### config.mk
export PLATFORM = sky130hd
export DESIGN_NAME = substack_fsm
export DESIGN_NICKNAME = d
export VERILOG_FILES = /design/src/rtl/substack_pkg.sv /design/src/rtl/substack_prog.sv /design/src/rtl/substack_stack.sv /design/src/rtl/substack_outdec.sv /design/src/rtl/substack_fsm.sv
export SDC_FILE = /design/constraint.sdc
export NUM_CORES = 1
export LEC_CHECK = 0
export BUFFER_PORTS_ARGS = -buffer_cell sky130_fd_sc_hd__buf_2
export CAP_MARGIN = 20
export CELL_PAD_IN_SITES_DETAIL_PLACEMENT = 1
export CELL_PAD_IN_SITES_GLOBAL_PLACEMENT = 2
export CORE_MARGIN = 3
export CORE_UTILIZATION = 40
export DETAILED_ROUTE_END_ITERATION = 10
export GPL_TIMING_DRIVEN = 0
export PLACE_DENSITY = 0.83
export SLEW_MARGIN = 20
export SYNTH_ARGS = -nofsm -noshare
export SYNTH_HDL_FRONTEND = slang
export SYNTH_HIERARCHICAL = 1
export SYNTH_SLANG_ARGS = --single-unit
export TNS_END_PERCENT = 50
### constraint.sdc
create_clock -name clk -period 5.77 [get_ports clk]
set_clock_uncertainty 0.2 [all_clocks]
set_input_delay 0 -clock clk [delete_from_list [all_inputs] [get_ports clk]]
set_output_delay 0 -clock clk [all_outputs]
set_load 0.02 [all_outputs]
### src/rtl/substack_pkg.sv
`timescale 1ns/1ps
package substack_pkg;
  localparam int ST_W   = 4;
  localparam int CODE_W = 4;

  typedef enum logic [ST_W-1:0] {
    ST_P1 = 4'd0, ST_C1 = 4'd1, ST_S2 = 4'd2, ST_S3 = 4'd3, ST_S4 = 4'd4,
    ST_S5 = 4'd5, ST_P6 = 4'd6, ST_P7 = 4'd7, ST_C2 = 4'd8, ST_P8 = 4'd9
  } state_e;

  typedef enum logic [1:0] {ACT_STEP = 2'd0, ACT_CALL = 2'd1, ACT_RET = 2'd2} act_e;

  typedef struct packed {
    state_e st;
    logic   done;
  } frame_t;

  localparam frame_t RESET_FRAME = '{st: ST_P1, done: 1'b0};

  function automatic logic [CODE_W-1:0] code_of(input state_e s);
    logic [CODE_W-1:0] c;
    case (s)
      ST_P1:   c = CODE_W'(1);
      ST_S2:   c = CODE_W'(2);
      ST_S3:   c = CODE_W'(3);
      ST_S4:   c = CODE_W'(4);
      ST_S5:   c = CODE_W'(5);
      ST_P6:   c = CODE_W'(6);
      ST_P7:   c = CODE_W'(7);
      ST_P8:   c = CODE_W'(8);
      default: c = '0;
    endcase
    return c;
  endfunction
endpackage

### src/rtl/substack_prog.sv
`timescale 1ns/1ps
module substack_prog
  import substack_pkg::*;
#(
  parameter bit BAD_RETURN = 1'b0
) (
  input  frame_t top,
  output act_e   act,
  output frame_t nxt,
  output frame_t saved
);
  logic tail_ret;

  generate
    if (BAD_RETURN) begin : g_tail_ret
      assign tail_ret = 1'b1;
    end else begin : g_tail_loop
      assign tail_ret = 1'b0;
    end
  endgenerate

  always_comb begin
    act   = ACT_STEP;
    nxt   = '{st: top.st, done: 1'b0};
    saved = '{st: top.st, done: 1'b1};
    case (top.st)
      ST_P1: nxt.st = ST_C1;
      ST_C1: begin
        if (!top.done) begin
          act    = ACT_CALL;
          nxt.st = ST_S2;
        end else begin
          nxt.st = ST_P6;
        end
      end
      ST_S2: nxt.st = ST_S3;
      ST_S3: nxt.st = ST_S4;
      ST_S4: nxt.st = ST_S5;
      ST_S5: act    = ACT_RET;
      ST_P6: nxt.st = ST_P7;
      ST_P7: nxt.st = ST_C2;
      ST_C2: begin
        if (!top.done) begin
          act    = ACT_CALL;
          nxt.st = ST_S2;
        end else begin
          nxt.st = ST_P8;
        end
      end
      ST_P8: begin
        if (tail_ret) act = ACT_RET;
        else          nxt.st = ST_P1;
      end
      default: nxt.st = ST_P1;
    endcase
  end
endmodule

### src/rtl/substack_stack.sv
`timescale 1ns/1ps
module substack_stack
  import substack_pkg::*;
#(
  parameter int DEPTH = 4
) (
  input  logic   clk,
  input  logic   rst,
  input  logic   en,
  input  act_e   act,
  input  frame_t nxt,
  input  frame_t saved,
  output frame_t top_q,
  output frame_t top_d,
  output logic   err_ovf_q,
  output logic   err_unf_q
);
  localparam int SLOTS = (DEPTH > 1) ? DEPTH - 1 : 1;
  localparam int IW    = (SLOTS > 1) ? $clog2(SLOTS) : 1;
  localparam int LW    = $clog2(DEPTH + 1);

  logic [LW-1:0] lvl_q;
  frame_t        mem [SLOTS];
  logic          full, single, do_push, do_pop, ovf_hit, unf_hit;
  logic [IW-1:0] wr_idx, rd_idx;

  assign full    = (int'(lvl_q) == DEPTH);
  assign single  = (int'(lvl_q) == 1);
  assign do_push = en && (act == ACT_CALL) && !full;
  assign do_pop  = en && (act == ACT_RET) && !single;
  assign ovf_hit = en && (act == ACT_CALL) && full;
  assign unf_hit = en && (act == ACT_RET) && single;
  assign wr_idx  = IW'(int'(lvl_q) - 1);
  assign rd_idx  = IW'(int'(lvl_q) - 2);

  always_comb begin
    if (do_push)                        top_d = nxt;
    else if (do_pop)                    top_d = mem[rd_idx];
    else if (en && (act == ACT_STEP))   top_d = nxt;
    else                                top_d = top_q;
  end

  always_ff @(posedge clk) begin
    if (do_push) mem[wr_idx] <= saved;
  end

  always_ff @(posedge clk) begin
    if (rst) begin
      top_q     <= RESET_FRAME;
      lvl_q     <= LW'(1);
      err_ovf_q <= 1'b0;
      err_unf_q <= 1'b0;
    end else begin
      top_q <= top_d;
      if (do_push)     lvl_q <= lvl_q + LW'(1);
      else if (do_pop) lvl_q <= lvl_q - LW'(1);
      if (ovf_hit) err_ovf_q <= 1'b1;
      if (unf_hit) err_unf_q <= 1'b1;
    end
  end

  // a call grows the stack by exactly one frame
  p_push_grow_r3: assert property (@(posedge clk) disable iff (rst)
    do_push |=> (lvl_q == $past(lvl_q) + LW'(1)));
  // a return shrinks the stack and restores a caller whose mark is set
  p_pop_restore_r4: assert property (@(posedge clk) disable iff (rst)
    do_pop |=> ((lvl_q == $past(lvl_q) - LW'(1)) && top_q.done));
  // a call into a full stack flags and changes nothing
  p_no_overflow_r8: assert property (@(posedge clk) disable iff (rst)
    (en && (act == ACT_CALL) && full) |=> (err_ovf_q && $stable(lvl_q) && $stable(top_q)));
  p_ovf_sticky_r8: assert property (@(posedge clk) disable iff (rst)
    err_ovf_q |=> err_ovf_q);
  // a return from a single frame flags and holds the state
  p_no_underflow_r9: assert property (@(posedge clk) disable iff (rst)
    (en && (act == ACT_RET) && single) |=> (err_unf_q && $stable(top_q)));
  p_unf_sticky_r9: assert property (@(posedge clk) disable iff (rst)
    err_unf_q |=> err_unf_q);
endmodule

### src/rtl/substack_outdec.sv
`timescale 1ns/1ps
module substack_outdec
  import substack_pkg::*;
(
  input  logic              clk,
  input  logic              rst,
  input  state_e            st_d,
  output logic [CODE_W-1:0] code_q
);
  always_ff @(posedge clk) begin
    if (rst) code_q <= code_of(ST_P1);
    else     code_q <= code_of(st_d);
  end
endmodule

### src/rtl/substack_fsm.sv
`timescale 1ns/1ps
module substack_fsm
  import substack_pkg::*;
#(
  parameter int DEPTH      = 4,
  parameter bit BAD_RETURN = 1'b0
) (
  input  logic              clk,
  input  logic              rst,
  input  logic              en,
  output logic [CODE_W-1:0] out_code,
  output logic [ST_W-1:0]   cur_state,
  output logic              err_overflow,
  output logic              err_underflow
);
  frame_t top_q, top_d, nxt, saved;
  act_e   act;

  substack_prog #(.BAD_RETURN(BAD_RETURN)) u_prog (
    .top(top_q), .act(act), .nxt(nxt), .saved(saved)
  );

  substack_stack #(.DEPTH(DEPTH)) u_stack (
    .clk(clk), .rst(rst), .en(en), .act(act), .nxt(nxt), .saved(saved),
    .top_q(top_q), .top_d(top_d), .err_ovf_q(err_overflow), .err_unf_q(err_underflow)
  );

  substack_outdec u_dec (
    .clk(clk), .rst(rst), .st_d(top_d.st), .code_q(out_code)
  );

  assign cur_state = top_q.st;

  // reset puts the machine in P1
  p_reset_state_r1: assert property (@(posedge clk)
    rst |=> (cur_state == ST_P1));
  // nothing moves while enable is low
  p_hold_idle_r2: assert property (@(posedge clk) disable iff (rst)
    !en |=> ($stable(cur_state) && $stable(out_code)));
  // leaving the routine lands on a caller
  p_ret_caller_r4: assert property (@(posedge clk) disable iff (rst)
    (en && (cur_state == ST_S5)) |=> ((cur_state == ST_C1) || (cur_state == ST_C2)));
  // the caller states emit the idle code
  p_caller_idle_r10: assert property (@(posedge clk) disable iff (rst)
    ((cur_state == ST_C1) || (cur_state == ST_C2)) |-> (out_code == '0));
endmodule

## Word-level counts from Yosys, hierarchy flattened

Memory sizes are Yosys's and may differ from the RTL's. A register that Yosys moved wholly into a read port is not among the register bits.
Index checks and enable logic that the tools add are counted.

- Add/sub/neg operators: 4
- Equal/unequal tests: 12
- Muxes and demuxes: 12
- Reductions and logical operators: 15

Operators by type and width:

| operator | count |
|---|---|
| case mux 4 bit (9 select lines) | 1 |
| equality test 4 x 3 -> 1 bit (second input constant) | 4 |
| two-way mux 5 bit | 3 |
| two-way mux 3 bit | 3 |
| equality test 4 x 2 -> 1 bit (second input constant) | 2 |
| logical AND 1 bit | 7 |
| equality test 4 x 1 -> 1 bit (second input constant) | 1 |
| equality test 4 bit (second input constant) | 1 |
| logical NOT 4 bit | 1 |
| two-way mux 4 bit | 1 |
| case mux 2 bit (2 select lines) | 1 |
| nonzero test 2 bit | 2 |
| OR reduction 2 bit | 2 |
| adder 3 x 1 -> 3 bit (second input constant) | 1 |
| equality test 3 x 2 -> 1 bit (second input constant) | 1 |
| equality test 3 bit (second input constant) | 1 |
| two-way mux 1 bit | 3 |
| subtractor 3 x 1 -> 3 bit (second input constant) | 1 |
| equality test 2 x 1 -> 1 bit (second input constant) | 1 |
| equality test 2 bit (second input constant) | 1 |
| logical NOT 1 bit | 2 |
| logical NOT 2 bit | 1 |
| subtractor 2 x 1 -> 2 bit (second input constant) | 1 |
| subtractor 2 bit (second input constant) | 1 |

- Register bits: 10
- RAM bits: 12
- Bits in read-only memories: 64
- Bits of input ports: 3
- Output and inout port bits: 10
- Word-level logic and storage cells: 50
- Memories: 2

Memories:

| name | words | width | read ports | clocked after memory_dff | write ports | line | text |
|---|---|---|---|---|---|---|---|
| (name not given) | 16 | 4 | 1 | 1 | 0 | substack_pkg.sv:22 | `case (s)` |
| u_stack.mem | 3 | 4 | 1 | 0 | 1 | substack_stack.sv:23 | `frame_t mem [SLOTS];` |

## Logic depth before layout (Yosys ltp)

- Word-level depth: 8
- Depth in mapped cells: 9
- Mapped depth without buffers: 8

## Cells and area by module

Netlist, hierarchy kept.

By module, submodules not included:

| module | times used | cells an instance | area each (um2) | seq. area each (um2) |
|---|---|---|---|---|
| substack_stack | 1 | 88 | 1193.6 | 650.6 |
| substack_prog | 1 | 26 | 168.9 | 0.0 |
| substack_outdec | 1 | 12 | 132.6 | 80.1 |

## Least setup slack after synthesis

No wires, ideal clock.

- Kind: register to register
- Start: reg u_stack/top_q[1] (netlist name)
- End: reg u_stack.lvl_q[2]
- Data arrival time: 2752 ps
- Data required time: 5419 ps
- Slack: 2667 ps
- Cell stages (with the launch flop): 10
- Clock period less this slack: 3103 ps
- Cells stage by stage: dfxtp_1 > buf_2 > xnor2_1 > nor4_1 > nand3b_1 > or2_2 > fa_1 > nor3_1 > o21a_1 > nor3_1

- Word-level cells in the longest chain between the ends: 7
- Elaborated cells on any way between the ends: 13
- Classes of those cells: eq/ne (5); mux (2); reduce/logical (6)

RTL lines:

| what | line | text |
|---|---|---|
| equality test 4 x 1 -> 1 bit or equality test 4 bit (tied branches) | substack_prog.sv:26 | `case (top.st)` |
| OR reduction 2 bit (no line) | -- |  |
| case mux 2 bit (2 select lines) (*) | substack_prog.sv:26 |  |
| named net act[0] | substack_fsm.sv:17 | `act_e act;` |
| equality test 2 x 1 -> 1 bit or equality test 2 bit (tied branches) | substack_stack.sv:29, substack_stack.sv:30 |  |
| logical AND 1 bit, on equally long branches (2 in series) | substack_stack.sv:29, substack_stack.sv:30 |  |
| two-way mux 3 bit or nonzero test 2 bit (tied branches) | -- |  |
| end signal, assigned | substack_stack.sv:55 | `if (do_push) lvl_q <= lvl_q + LW'(1);` |
| end signal, assigned | substack_stack.sv:56 | `else if (do_pop) lvl_q <= lvl_q - LW'(1);` |
| end, declared | substack_stack.sv:22 | `logic [LW-1:0] lvl_q;` |

Mark *: on every way through the listed nets, which the timed path passes. The rest lies on a longest branch.
A chain may end at the register's enable or synchronous reset.

==> impl_metrics.tcl <==
set metrics [dict create \
    final_cell_mix "edfxtp_1, buf_2, dfxtp_1" \
    clock_path_buffers 2 \
    hold_violations 0 \
    ys_warn_count 6 \
    rr_startpoint "u_stack/top_q[1]" \
    synth_cell_types 39 \
    diodes 0 \
    slew_headroom_pct 43.86 \
    via_count 1084 \
    grt_pass1_vias 1173 \
    clock-sinks 29 \
    finalMaxSlewViolations 0 \
    synthArstFlopShare_pct 0 \
    syn_to_final_growth_pct 15.73 \
    setup_viol 0 \
    timing.fmax_mhz 313.4 \
    gp_congestion 0.7189 \
    io_buffer_count 12 \
    r2r-end "u_dec/code_q[0]" \
    layout_commonest_cell "edfxtp_1" \
    drc 0 \
    period_minus_slack_ns 3.191 \
    timing.final.crit_share_pct 55.30 \
    grt_max_degree 13 \
    layout-drive-gt1-share_pct 29.93 \
    viasPerCell 5.617 \
    rows 21 \
    critical_path_arrival_ns 3.16 \
    ys_ff_latch 29 \
    multi_input_area_um2 685.7 \
    rsz0062_at_grt "no" \
    reg2reg_depth 8 \
    peakVddDrop_uv 113.6 \
    drtIter0Drc 59 \
    synth.top_cell.area_share_pct 30.13 \
    hold_path_class "primary input to flop" \
    hold_path_end "u_stack/err_ovf_q" \
    crit_path_end_kind "flop" \
    grt-ovfl-total 0 \
    drt-wirelength-per-cell_um 17.97 \
    status "completed" \
    drt_wl_total_um 3468 \
    power.density_mw_per_mm2 269.7 \
    synth_ff_type "edfxtp_1" \
    core_area_mm2 0.003468 \
    cts_inserted_buffers 5 \
    syn_inst 126 \
    syn_area_mm2 0.001495 \
    clkTransAtPathRegs_ns 0.07 \
    dieArea_mm2 0.004508 \
    fillers 395 \
    drtPass1Iterations 4 \
    grt_pass1_wl_um 5727 \
    yosys.area.top_type "edfxtp_1" \
    cts_tree "yes" \
    path_max_fanout 8 \
    clock_latency_ns 0.28 \
    postCtsSetupBuffers 0 \
    initial_core_util_pct 43.11 \
    grt_usage_pct 17.69 \
    synthTopCellsByArea "edfxtp_1, dfxtp_1, nor2b_4" \
    htree_levels 2 \
    synth.avg_cell_area_um2 11.87 \
    worst_pin_slew_ns 0.8402 \
    die_w_um 67.14 \
    tns_ns 0 \
    postLayoutCoreUtil_pct 49.89 \
    cp-start-kind "flop" \
    synth_seq_area_share_pct 48.87 \
    ioPinCount 13 \
    path_class "flop to flop" \
    cts_root_buffer "clkbuf_8" \
    cellLeakagePower_nw 0.6807 \
    syn_nets 130 \
    dp.final_hpwl_um 2458 \
    synth_edf_count 15 \
    r2r_setup_slack_ns 2.58 \
    hold_path_depth 4 \
    min_from "en" \
    crit_required_ns 5.74 \
    nets 150 \
    cap_violations 0 \
    antenna_found_initial 0 \
    postRouteAntennaNets 0 \
    fp.dieH_um 67.14 \
    regArea_um2 730.7 \
]
==> cells by family (layout without fill, tap and decap cells) <==
family	count (synthesis)	in the layout	share of synthesized area, %
flip-flops	29	29	48.87
XOR/XNOR	2	2	1.172
AO/OA/AOI/OAI	27	27	15.23
buffers and inverters	12	33	5.690
adder cells (fa/ha/maj)	1	1	1.339
other	2	2	0.5023
AND/OR/NAND/NOR	47	47	23.18
multiplexers	6	6	4.017
==> flip-flops by register name, indices dropped and copies added (netlist names) <==
signal	cells
u_dec/code_q	4
u_stack/err_ovf_q	1
u_stack/err_unf_q	1
u_stack/lvl_q	3
u_stack/mem	15
u_stack/top_q	5
==> worst max-delay path, cell delays in order (launching register included) <==
cell       delay [ns]
dfxtp_1          0.43
buf_2            0.22
nor2b_1          0.25
nor2b_1          0.35
nand3b_1         0.32
a2111oi_0        0.73
a211o_2          0.24
nor4_1           0.06
a211o_1          0.26
==> worst max-delay path by stage <==
| stage | slack [ns] | start | endpoint | depth (start not counted) |
|---|---|---|---|---|
| after global placement | 2.34 | u_stack/top_q[1] | u_stack/lvl_q[2] | 9 |
| final | 2.58 | u_stack/top_q[1] | u_dec/code_q[0] | 8 |
| after global routing | 2.24 | u_stack/top_q[1] | u_dec/code_q[0] | 8 |
| after CTS | 2.19 | u_stack/top_q[1] | u_stack/lvl_q[2] | 9 |
| after detailed placement | 2.25 | u_stack/top_q[1] | u_stack/lvl_q[2] | 9 |
| after floorplan | 2.67 | u_stack/top_q[1] | u_stack/lvl_q[2] | 9 |
==> per-layer routing <==
| metal | vias up | track usage [%] | part of all wire [%] |
|---|---|---|---|
| met5 | - | 0 | 0 |
| met4 | 0 | 8.354 | 2.4 |
| met3 | 7 | 5.491 | 3.0 |
| met2 | 18 | 30.55 | 52 |
| met1 | 547 | 19.73 | 42 |
| li1 | 512 | - | - |
==> synthesized netlist by cell type, types with 2 or more instances <==
cell type,count
a2111oi_0,5
a211o_1,2
a211o_2,4
a21oi_1,2
a32o_1,6
buf_2,2
buf_4,6
buf_6,2
conb_1,2
dfxtp_1,14
edfxtp_1,15
mux2i_1,6
nand2_1,2
nand2b_1,3
nand3b_1,2
nor2_1,10
nor2b_1,3
nor2b_4,5
nor3_1,4
nor3b_1,7
nor4_1,2
o21a_1,2
o21ai_0,2
or2_1,2
xnor2_1,2
==> power by group <==
group	switching, mW	internal (mW)
clock	0.0738	0.108
combinational	0.0302	0.0261
sequential	0.00661	0.222
total	0.111	0.356
==> area by class of cell <==
cell class                      instances  share of cell area (%)
Buffer                                 11                   4.700
Clock buffer                            7                   5.568
Clock inverter                          1                  0.2892
Inverter                                1                  0.2169
Multi-Input combinational cell         85                   39.62
Sequential cell                        29                   42.23
Tap cell                               46                   3.326
Timing Repair Buffer                   13                   4.049
==> what timing repair did <==
item                                    CTS  global route
hold buffers                              1             0
resized for setup                         0             0
endpoints found under the setup margin    0             0
endpoints found under the hold margin     4             0
==> through the flow <==
stage                     instance area [µm²]  total power, mW  worst slack (ns)  hold WS (ns)  cells
after global routing                     1730           0.4889             2.237        0.1926    193
after floorplan                          1495           0.2734             2.667       -0.1242    126
after global placement                   1613           0.2853             2.335       0.02341    184
final                                    1730           0.4667             2.579        0.1428    193
after detailed placement                 1613           0.2884             2.253       0.04356    184
after CTS                                1724           0.4707             2.192        0.1296    193
Note: power is estimated with default switching activity, not from simulation.
